<file path="src/rtl/sertx_pkg.sv">
package sertx_pkg;

    localparam int DATA_W  = 8;
    localparam int FRAME_W = 11;
    localparam int NB_W    = $clog2(FRAME_W + 1);

    typedef struct packed {
        logic sync;
        logic len7;
        logic par_en;
        logic par_odd;
    } cfg_t;

    typedef struct packed {
        logic [FRAME_W-1:0] bits;
        logic [NB_W-1:0]    nbits;
        logic               sync;
    } frame_t;

    // Parity over the data bits that are actually sent
    function automatic logic par_of(logic [DATA_W-1:0] d, logic len7, logic odd);
        logic p;
        p = odd;
        for (int i = 0; i < DATA_W; i++) begin
            if (!(len7 && i == DATA_W - 1)) p = p ^ d[i];
        end
        return p;
    endfunction

    // Lay out the line sequence, element 0 first on the wire, unused tail high
    function automatic frame_t build_frame(logic [DATA_W-1:0] d, cfg_t c);
        frame_t f;
        int     idx;
        f.bits = '1;
        f.sync = c.sync;
        if (c.sync) begin
            f.bits[DATA_W-1:0] = d;
            f.nbits = NB_W'(DATA_W);
        end else begin
            f.bits[0] = 1'b0;
            idx = 1;
            for (int i = 0; i < DATA_W; i++) begin
                if (!(c.len7 && i == DATA_W - 1)) begin
                    f.bits[idx] = d[i];
                    idx++;
                end
            end
            if (c.par_en) begin
                f.bits[idx] = par_of(d, c.len7, c.par_odd);
                idx++;
            end
            f.bits[idx] = 1'b1;
            idx++;
            f.nbits = NB_W'(idx);
        end
        return f;
    endfunction

endpackage

</file>
<file path="src/rtl/sertx_framer.sv">
module sertx_framer
    import sertx_pkg::*;
(
    input  logic [DATA_W-1:0] data,
    input  cfg_t              cfg,
    output frame_t            frame
);
    always_comb frame = build_frame(data, cfg);
endmodule

</file>
<file path="src/rtl/sertx_timer.sv">
module sertx_timer #(
    parameter int OVS       = 16,
    parameter int SYNC_HALF = 4
) (
    input  logic clk,
    input  logic rst,
    input  logic start,
    input  logic run,
    input  logic sync,
    input  logic tick,
    output logic mid,
    output logic bit_end
);
    localparam int SYNC_BIT = 2 * SYNC_HALF;
    localparam int MAXLIM   = (OVS > SYNC_BIT) ? OVS : SYNC_BIT;
    localparam int CW       = $clog2(MAXLIM + 1);

    logic [CW-1:0] cnt;
    logic [CW-1:0] last;
    logic          step;

    assign last    = sync ? CW'(SYNC_BIT - 1) : CW'(OVS - 1);
    assign step    = run && tick;
    assign bit_end = step && (cnt == last);
    assign mid     = step && sync && (cnt == CW'(SYNC_HALF - 1));

    always_ff @(posedge clk) begin
        if (rst || start) begin
            cnt <= '0;
        end else if (step) begin
            if (cnt == last) cnt <= '0;
            else             cnt <= cnt + 1'b1;
        end
    end
endmodule

</file>
<file path="src/rtl/sertx_shifter.sv">
module sertx_shifter
    import sertx_pkg::*;
(
    input  logic   clk,
    input  logic   rst,
    input  logic   load,
    input  frame_t frame,
    input  logic   mid,
    input  logic   bit_end,
    output logic   busy,
    output logic   mode_sync,
    output logic   sdo,
    output logic   sclk
);
    logic [FRAME_W-1:0] sh;
    logic [NB_W-1:0]    rem;

    assign sdo = sh[0];

    always_ff @(posedge clk) begin
        if (rst) begin
            sh        <= '1;
            rem       <= '0;
            busy      <= 1'b0;
            mode_sync <= 1'b0;
            sclk      <= 1'b1;
        end else if (load) begin
            sh        <= frame.bits;
            rem       <= frame.nbits;
            busy      <= 1'b1;
            mode_sync <= frame.sync;
            sclk      <= !frame.sync;
        end else if (busy) begin
            if (mid && mode_sync) sclk <= 1'b1;
            if (bit_end) begin
                if (rem == NB_W'(1)) begin
                    sh   <= '1;
                    busy <= 1'b0;
                    sclk <= 1'b1;
                end else begin
                    sh  <= {1'b1, sh[FRAME_W-1:1]};
                    rem <= rem - 1'b1;
                    if (mode_sync) sclk <= 1'b0;
                end
            end
        end
    end
endmodule

</file>
<file path="src/rtl/sertx_dual.sv">
module sertx_dual
    import sertx_pkg::*;
#(
    parameter int OVS       = 16,
    parameter int SYNC_HALF = 4
) (
    input  logic              clk,
    input  logic              rst,
    input  logic              ld_valid,
    output logic              ld_ready,
    input  logic [DATA_W-1:0] ld_data,
    input  logic              cfg_sync,
    input  logic              cfg_len7,
    input  logic              cfg_par_en,
    input  logic              cfg_par_odd,
    input  logic              tick_en,
    output logic              sdo,
    output logic              sclk
);
    cfg_t   cfg;
    frame_t frame;
    logic   busy, mode_sync, load, mid, bit_end;

    assign cfg      = '{sync: cfg_sync, len7: cfg_len7, par_en: cfg_par_en, par_odd: cfg_par_odd};
    assign ld_ready = !busy;
    assign load     = ld_valid && ld_ready;

    sertx_framer u_framer (
        .data (ld_data),
        .cfg  (cfg),
        .frame(frame)
    );

    sertx_timer #(.OVS(OVS), .SYNC_HALF(SYNC_HALF)) u_timer (
        .clk    (clk),
        .rst    (rst),
        .start  (load),
        .run    (busy),
        .sync   (mode_sync),
        .tick   (tick_en),
        .mid    (mid),
        .bit_end(bit_end)
    );

    sertx_shifter u_shift (
        .clk      (clk),
        .rst      (rst),
        .load     (load),
        .frame    (frame),
        .mid      (mid),
        .bit_end  (bit_end),
        .busy     (busy),
        .mode_sync(mode_sync),
        .sdo      (sdo),
        .sclk     (sclk)
    );
endmodule

</file>
<file path="config.mk">
export PLATFORM = sky130hd
export DESIGN_NAME = sertx_dual
export DESIGN_NICKNAME = d
export VERILOG_FILES = /design/src/rtl/sertx_pkg.sv /design/src/rtl/sertx_framer.sv /design/src/rtl/sertx_timer.sv /design/src/rtl/sertx_shifter.sv /design/src/rtl/sertx_dual.sv
export SDC_FILE = /design/constraint.sdc
export NUM_CORES = 1
export LEC_CHECK = 0
export BUFFER_PORTS_ARGS = -buffer_cell sky130_fd_sc_hd__buf_2
export CORE_UTILIZATION = 45
export DETAILED_ROUTE_END_ITERATION = 10
export HOLD_SLACK_MARGIN = 0.03
export PLACE_DENSITY = 0.8
export SETUP_SLACK_MARGIN = 0.1
export SYNTH_ARGS = -nofsm -noshare
export SYNTH_HDL_FRONTEND = slang
export SYNTH_SLANG_ARGS = --single-unit
</file>
<file path="constraint.sdc">
create_clock -name clk -period 1.7 [get_ports clk]
set_input_delay 0.34 -clock clk [delete_from_list [all_inputs] [get_ports clk]]
set_output_delay 0.34 -clock clk [all_outputs]
set_load 0.005 [all_outputs]
</file>
======== Word-level counts from Yosys, hierarchy flattened ========
Index checks and enable logic that the tools add are counted.
operators by class
  add/sub/neg operators ................... 11
  $lt $le $gt $ge ......................... 18
  eq/ne operators ......................... 4
  multiplexer cells ....................... 87
  bitwise gates (word level) .............. 9
  reduce and logical (&&, ||, !) cells .... 22
operators by type and width
  operator               count
  $mux 32                11
  $ge 32x1->1 const B    9
  $lt 32x6->1 const B    9
  $add 32x2->32 const B  8
  $mux 11                13
  $bwmux 11              8
  $mux 1                 37
  $demux 1 s4            9
  $mux 4                 5
  $logic_and 1x1->1      15
  $mux 12                1
  $or 11x11->11          1
  $mux 10                1
  $xor 1x1->1            8
  $add 5x1->5 const B    1
  $eq 5x2->1 const B     1
  $eq 5x5->1             1
  $mux 5                 1
  $add 4x2->4 const B    1
  $eq 4x1->1 const B     1
  $reduce_bool 2->1      2
  $sub 4x1->4 const B    1
  $mux 3                 1
  $reduce_and 3->1       1
  other kinds (4)        5
storage, ports and cells
  register bits ........................... 23
  input bits .............................. 16
  output and inout bits ................... 3
  word-level logic and storage cells ...... 157

======== Longest topological paths before layout ========
Gate-level depths: netlist of run 1.
  depth in word-level cells ............... 31
  gate-level depth with buffers ........... 7
  depth with buffers taken out ............ 6

======== Hierarchy ========
Synthesis of run 1 repeated with hierarchy kept, for this count alone.
unflattened totals
  cells, all modules ...................... 184
  area total of the unflattened synthesis .. 1602.8 µm²
by module, submodules not included
  module         times used  cells an instance  area each (µm²)  sequential area each (µm²)
  sertx_shifter  1           114                1006.0           360.3
  sertx_timer    1           36                 319.1            100.1
  sertx_framer   1           32                 267.8            0.0
  sertx_dual     1           2                  10.0             0.0

======== Least setup slack after synthesis of run 1 ========
Ideal clock, no wire load.
  path kind ............................... register -> register
  from .................................... register u_timer.cnt[0]
  to ...................................... register u_shift.rem[1]
  library setup time ...................... 0.087 ns
  arrival time ............................ 1.588 ns
  required time ........................... 1.613 ns
  setup slack ............................. 0.025 ns
  cell stages (with the launch flop) ...... 6
  path buffers ............................ 0
  clock period less this slack ............ 1.675 ns
  cells stage by stage .................... dfxtp_1 -> ha_1 -> nand4_4 -> nor4_4 -> mux2_2 -> o31ai_1
between the ends
  longest elaborated chain between the ends .. 4
ends and longest elaborated chain
  item                                line                 RTL
  start, declared                     sertx_timer.sv:18    logic [CW-1:0] cnt;
  start signal, assigned              sertx_timer.sv:32    else cnt <= cnt + 1'b1;
  $eq 5x5->1                          sertx_timer.sv:24    assign bit_end = step && (cnt == last);
  $logic_and 1x1->1                   sertx_timer.sv:24
  $reduce_bool 2->1 (no source line)  -
  $reduce_and 3->1 (no source line)   -
  end signal, assigned                sertx_shifter.sv:29  rem <= frame.nbits;
  end signal, assigned                sertx_shifter.sv:42  rem <= rem - 1'b1;
  end, declared                       sertx_shifter.sv:16  logic [NB_W-1:0] rem;
Every way passes these cells.
A chain may end at the register's enable or synchronous reset.

======== Final worst setup path of run 1 ========
  from .................................... register u_timer.cnt[0]
  to ...................................... register u_shift.sh[0]
between the ends
  longest elaborated chain between the ends .. 4
ends and longest elaborated chain
  item                                line                 RTL
  $eq 5x5->1                          sertx_timer.sv:24
  $logic_and 1x1->1                   sertx_timer.sv:24
  $reduce_bool 2->1 (no source line)  -
  $reduce_and 2->1 (no source line)   -
  end signal, assigned                sertx_shifter.sv:28  sh <= frame.bits;
  end signal, assigned                sertx_shifter.sv:41  sh <= {1'b1, sh[FRAME_W-1:1]};
  end, declared                       sertx_shifter.sv:15  logic [FRAME_W-1:0] sh;
Every way passes these cells.

==> impl_metrics.json, run 1 <==
{
  "status": "finished, violations left",
  "failed_checks": "design-rule violations",
  "holdWs_ns": 0.323,
  "initial_core_util_pct": 48.3,
  "regArea_um2": 449,
  "routed_wl_mm": 3.31,
  "ys_ff_latch": 22,
  "relSlewSlack_pct": 67.6,
  "power_density_nw_per_um2": 688,
  "clkTransAtPathRegs_ns": 0.12,
  "endpoint": "u_shift.sh[0]$_SDFFE_PP1P_",
  "required_ns": 1.92,
  "final.min_clock_period_ns": 1.61,
  "grt_pass1_wl_mm": 5.38,
  "startpoint": "u_timer.cnt[0]$_SDFFE_PP0P_",
  "cap_violations": 0,
  "fin_area_um2": 1700,
  "syn_area_per_cell_um2": 9.15,
  "synth_edf_count": 0,
  "rrSetupSlack_ns": 0.09,
  "die_x_um": 56.9,
  "root_buffer": "clkbuf_4",
  "gp_congestion": 0.835,
  "fmax_ghz": 0.620,
  "wl_per_cell_um": 15.9,
  "clock_path_buffers": 2,
  "ios": 19,
  "nFillCells": 234,
  "clkSinkCount": 22,
  "dr.pass1.iters": 7,
  "layout_common_cells": "buf_2, dfxtp_1, buf_4",
  "dp.final_hpwl_mm": 2.16,
  "finalHoldViolCount": 0,
  "min_path_type": "input port to flop",
  "clk_latency_ns": 0.32,
  "cp.arrival_ns": 1.83,
  "drc": 2,
  "final-setup-viol-count": 0,
  "portBuffers": 18,
  "slew_viol_final": 0,
  "grt_max_degree": 25,
  "worstMarginPinSlew_ns": 0.484,
  "utilization_pct": 60.4,
  "detail-route-antenna-nets": 0,
  "dieArea_um2": 3230,
  "rsz0062_at_grt": "true",
  "synth_seq_area_share_pct": 32.5,
  "syn-num-nets": 169,
  "num_vias": 1283,
  "antennaDiodeCount": 0,
  "syn_inst": 148,
  "syn2layout_area_growth_pct": 25.2,
  "multi_input_area_um2": 931,
  "yosys_warnings": 0,
  "drive_gt1_share_pct": 37.9,
  "dpl_cell_area_um2": 1510,
  "ir_drop_mv": 0.371,
  "r2r_end": "u_shift.sh[0]$_SDFFE_PP1P_",
  "rows": 19,
  "drt_iter0_drc": 39,
  "cts_buffers": 3,
  "whs_path_depth": 3,
  "syn-cell-area_um2": 1350,
  "cp_max_fo": 4,
  "path_class": "flop to flop",
  "fin_skew_ns": 0.00174,
  "grt_usage_pct": 21.5,
  "async_flop_share_pct": 0,
  "p_leak_nw": 0.661,
  "cts_tree": "yes",
  "reg2regPathDepth": 6,
  "chipHeight_um": 56.9,
  "worstSetupStartpointType": "flop",
  "via_per_inst": 6.17,
  "end_kind": "flop",
  "htree_levels": 1,
  "core_area_um2": 2810,
  "cts-hold-fix-buffers": 0,
  "nets": 199,
  "synth_ff_type": "dfxtp_1",
  "final_common_cell": "buf_2",
  "grt_antenna_before_repair": 0,
  "grt_pass1_vias": 1234,
  "r2r-start": "u_timer.cnt[0]$_SDFFE_PP0P_",
  "ys_types": 39,
  "fin_crit_sh_pct": 94.8,
  "overflow": 0
}
[cell type report]
cell class | count | area share (%)
multi-input combinational | 109 | 54.9
clock buffer | 4 | 2.14
tap | 31 | 2.29
sequential | 22 | 26.5
timing repair buffer | 34 | 12.4
inverter | 8 | 1.77
[worst max-delay path: stages, from the launching register on]
cell and delay (ns):
dfxtp_2 0.38, ha_4 0.15, nand4_4 0.12, buf_4 0.20, nor3_1 0.33, nor3b_1 0.25
o31ai_1 0.08
[stage by stage]
stage | worst slack (ns) | TNS (ns) | total power, mW | cells
after floorplan | 0.0913 | 0 | 0.766 | 148
after global placement | 0.0365 | 0 | 0.835 | 194
after detailed placement | -0.109 | -0.109 | 0.847 | 194
after CTS | 0.0942 | 0 | 1.16 | 206
after global routing | 0.0246 | 0 | 1.23 | 208
final | 0.0876 | 0 | 1.17 | 208
[registers in the layout, summed over array words and instances, names as in the netlist]
signal             cells
u_timer.cnt            5
u_shift.busy           1
u_shift.sclk           1
u_shift.rem            4
u_shift.mode_sync      1
u_shift.sh            10
[routing by layer]
layer  global-route usage [%]  up-vias  routed length, µm
met4                     10.8        0                110
met1                     26.0      617               1460
li1                         -      604                  -
met2                     36.6       49               1590
met5                        0        -                  0
met3                     3.46       13                143
[synthesized netlist by cell type, types with 2 or more instances]
| cell | instances | area [µm²] |
|---|---|---|
| clkbuf_1 | 7 | 26.3 |
| inv_1 | 8 | 30.0 |
| o31ai_1 | 2 | 15.0 |
| nor3_1 | 10 | 50.1 |
| xnor2_1 | 10 | 87.6 |
| o31a_1 | 2 | 17.5 |
| nor4_1 | 3 | 18.8 |
| buf_2 | 2 | 10.0 |
| mux2_2 | 8 | 90.1 |
| nand3b_1 | 7 | 52.6 |
| a31oi_1 | 2 | 12.5 |
| xor2_1 | 2 | 17.5 |
| nand2b_1 | 2 | 12.5 |
| nand2_1 | 11 | 41.3 |
| a211oi_1 | 2 | 15.0 |
| a21oi_1 | 3 | 15.0 |
| nor2_1 | 8 | 30.0 |
| nand3_1 | 3 | 15.0 |
| nor3b_1 | 3 | 22.5 |
| ha_1 | 5 | 62.6 |
| o221ai_1 | 8 | 70.1 |
| dfxtp_1 | 22 | 440 |
| o21ai_0 | 2 | 10.0 |
[how the worst min path moves through the flow]
stage	from	end
finish	ld_valid	u_shift.busy$_SDFF_PP0_
global placement	u_shift.sh[4]$_SDFFE_PP1P_	u_shift.sh[4]$_SDFFE_PP1P_
global route	ld_valid	u_shift.busy$_SDFF_PP0_
CTS	ld_valid	u_shift.busy$_SDFF_PP0_
detailed placement	u_shift.sh[3]$_SDFFE_PP1P_	u_shift.sh[3]$_SDFFE_PP1P_
floorplan	u_shift.sh[2]$_SDFFE_PP1P_	u_shift.sh[2]$_SDFFE_PP1P_
[power breakdown]
group	internal [mW]	total (mW)	switching (mW)
logic	0.149	0.296	0.147
clock network	0.131	0.295	0.163
registers	0.546	0.575	0.0291
[cells by family (layout without fill, tap and decap cells)]
family / after synthesis / count (layout) / synth area share [%]
and+or+nand+nor: 53 / 53 / 23.4
AOI/OAI and AO/OA: 28 / 28 / 16.5
DFF: 22 / 22 / 32.5
buffers and inverters: 17 / 46 / 4.90
xor gates and xnor gates: 14 / 14 / 10.6
muxes: 9 / 9 / 7.39
adders and majority gates: 5 / 5 / 4.62
[timing repair]
item                                    in CTS  in global routing
pin swaps                                    1                  2
setup buffers                                8                  2
endpoints found under the setup margin      12                 17
gates resized for setup                     11                  7
No activity file was read; power rests on OpenSTA's default activity.
==> inputs of run 2 (changes only) <==
--- a/config.mk
+++ b/config.mk
@@ -6,10 +6,10 @@
 export NUM_CORES = 1
 export LEC_CHECK = 0
 export BUFFER_PORTS_ARGS = -buffer_cell sky130_fd_sc_hd__buf_2
-export CORE_UTILIZATION = 45
+export CORE_UTILIZATION = 25
 export DETAILED_ROUTE_END_ITERATION = 10
 export HOLD_SLACK_MARGIN = 0.03
-export PLACE_DENSITY = 0.8
+export PLACE_DENSITY = 0.55
 export SETUP_SLACK_MARGIN = 0.1
 export SYNTH_ARGS = -nofsm -noshare
 export SYNTH_HDL_FRONTEND = slang
==> impl_metrics.json, run 2 (synthesized netlist as in run 1, its figures left out) <==
{
  "grt_usage_pct": 13.1,
  "dp_slack_ns": 0.0421,
  "largest_register_ffs": 10,
  "chipHeight_um": 75.6,
  "end_kind": "flop",
  "utilization_pct": 35.1,
  "grt_max_degree": 15,
  "clkSinkCount": 22,
  "initial_core_util_pct": 26.2,
  "htree_levels": 1,
  "cp_cell_sequence": "inv_2, ha_4, nor3b_4, nor4_4, buf_4, o22ai_4, a221oi_2",
  "root_buffer": "clkbuf_8",
  "dpl_cell_area_um2": 1600,
  "fin_skew_ns": 0.00180,
  "min_path_type": "input port to flop",
  "fin_area_um2": 1820,
  "power_density_nw_per_um2": 760,
  "path_class": "flop to flop",
  "drt_iter0_drc": 66,
  "nFillCells": 543,
  "r2r_end": "u_shift.rem[2]$_SDFFE_PP0P_",
  "dieArea_um2": 5710,
  "status": "finished clean",
  "slew_viol_final": 0,
  "antennaDiodeCount": 0,
  "required_ns": 1.88,
  "rrSetupSlack_ns": 0.07,
  "cp.arrival_ns": 1.82,
  "ios": 19,
  "via_per_inst": 4.85,
  "holdPathEnd": "u_shift.rem[2]$_SDFFE_PP0P_",
  "wl_per_cell_um": 13.6,
  "clkTransAtPathRegs_ns": 0.08,
  "syn2layout_area_growth_pct": 34.2,
  "top_register": "u_shift.sh",
  "regArea_um2": 449,
  "reg2regPathDepth": 7,
  "nets": 200,
  "critical_path.n_buffers_inverters": 2,
  "final_common_cell": "buf_2",
  "cp_slowest_cell": "dfxtp_2",
  "rsz0062_at_grt": "true",
  "layout_common_cells": "buf_2, dfxtp_1, buf_4",
  "r2r-start": "u_shift.rem[1]$_SDFFE_PP0P_",
  "portBuffers": 18,
  "cts_buffers": 3,
  "core_area_um2": 5170,
  "relSlewSlack_pct": 69.5,
  "drc": 0,
  "cp_top_family": "simple AND/OR/NAND/NOR gates",
  "worstHoldStart": "rst",
  "cap_violations": 0,
  "worst_path_largest_cell_delay_ns": 0.34,
  "rows": 26,
  "final-setup-viol-count": 0,
  "clk_latency_ns": 0.26,
  "final.min_clock_period_ns": 1.63,
  "reg_top3": "u_shift.sh x10, u_timer.cnt x5, u_shift.rem x4",
  "holdWs_ns": 0.377,
  "drive_gt1_share_pct": 38.8,
  "detail-route-antenna-nets": 0,
  "setup_slack_ns": 0.0658,
  "grt_pass1_vias": 1159,
  "instances_no_fill": 248,
  "cp_max_fo": 4,
  "routed_wl_mm": 3.37,
  "dp_cells": 239,
  "num_vias": 1203,
  "whs_path_depth": 2,
  "cts_tree": "yes",
  "fin_crit_sh_pct": 96.1,
  "grt_antenna_before_repair": 0,
  "p_leak_nw": 0.686,
  "worstSetupStartpointType": "flop",
  "dp.final_hpwl_mm": 2.42,
  "finalPower_mw": 1.38,
  "clock_path_buffers": 2,
  "multi_input_area_um2": 937,
  "dr.pass1.iters": 4,
  "fmax_ghz": 0.612,
  "overflow": 0,
  "worstMarginPinSlew_ns": 0.454,
  "gp_congestion": 0.811,
  "finalHoldViolCount": 0,
  "tns_ns": 0,
  "grt_pass1_wl_mm": 5.72,
  "ir_drop_mv": 0.379,
  "die_x_um": 75.6
}
==> run 2: cell types whose count changed in the layout (fill, tap and decap cells not counted), moves of 2 or more <==
cell / previous run / this run
buf_6: 0 / 3
buf_4: 16 / 13
clkbuf_8: 1 / 3
clkbuf_4: 3 / 0
==> run 2: report_power, final <==
part | switching, mW | total, mW | internal [mW] | leakage (nW)
clock | 0.181 | 0.495 | 0.315 | 0.0357
combinational | 0.153 | 0.314 | 0.161 | 0.467
sequential | 0.0261 | 0.572 | 0.546 | 0.183
==> run 2: routing by layer <==
| layer | global-route usage [%] | part of all wire, % | vias to the layer above | routed length [µm] |
|---|---|---|---|---|
| met5 | 0 | 0 | - | 0 |
| met4 | 2.47 | 0.51 | 0 | 17 |
| li1 | - | - | 609 | - |
| met1 | 18.6 | 51 | 576 | 1700 |
| met2 | 20.1 | 46 | 16 | 1540 |
| met3 | 3.17 | 3.1 | 2 | 104 |
==> run 2: layout make-up <==
class	count	share of cell area [%]
Multi-Input combinational cell	109	51.6
Sequential cell	22	24.7
Timing Repair Buffer	35	13.3
Tap cell	70	4.82
Clock buffer	3	2.27
Clock inverter	1	1.65
Inverter	8	1.65
==> run 2: how the worst max path moves through the flow <==
stage	start	to	cells after the start
floorplan	u_shift.rem[1]$_SDFFE_PP0P_	u_shift.rem[1]$_SDFFE_PP0P_	6
global placement	u_shift.rem[1]$_SDFFE_PP0P_	u_shift.sclk$_SDFFE_PP1P_	6
detailed placement	u_shift.rem[1]$_SDFFE_PP0P_	u_shift.sclk$_SDFFE_PP1P_	6
CTS	u_shift.busy$_SDFF_PP0_	u_shift.rem[2]$_SDFFE_PP0P_	5
global route	u_shift.rem[1]$_SDFFE_PP0P_	u_shift.rem[2]$_SDFFE_PP0P_	7
finish	u_shift.rem[1]$_SDFFE_PP0P_	u_shift.rem[2]$_SDFFE_PP0P_	7
==> run 2: what timing repair did <==
action | CTS | global route
hold endpoints to repair | 0 | 0
gates cloned | 0 | 0
hold buffers | 0 | 0
pin swaps | 1 | 6
gates resized for setup | 6 | 15
setup endpoints to repair | 8 | 16
buffers inserted | 3 | 2
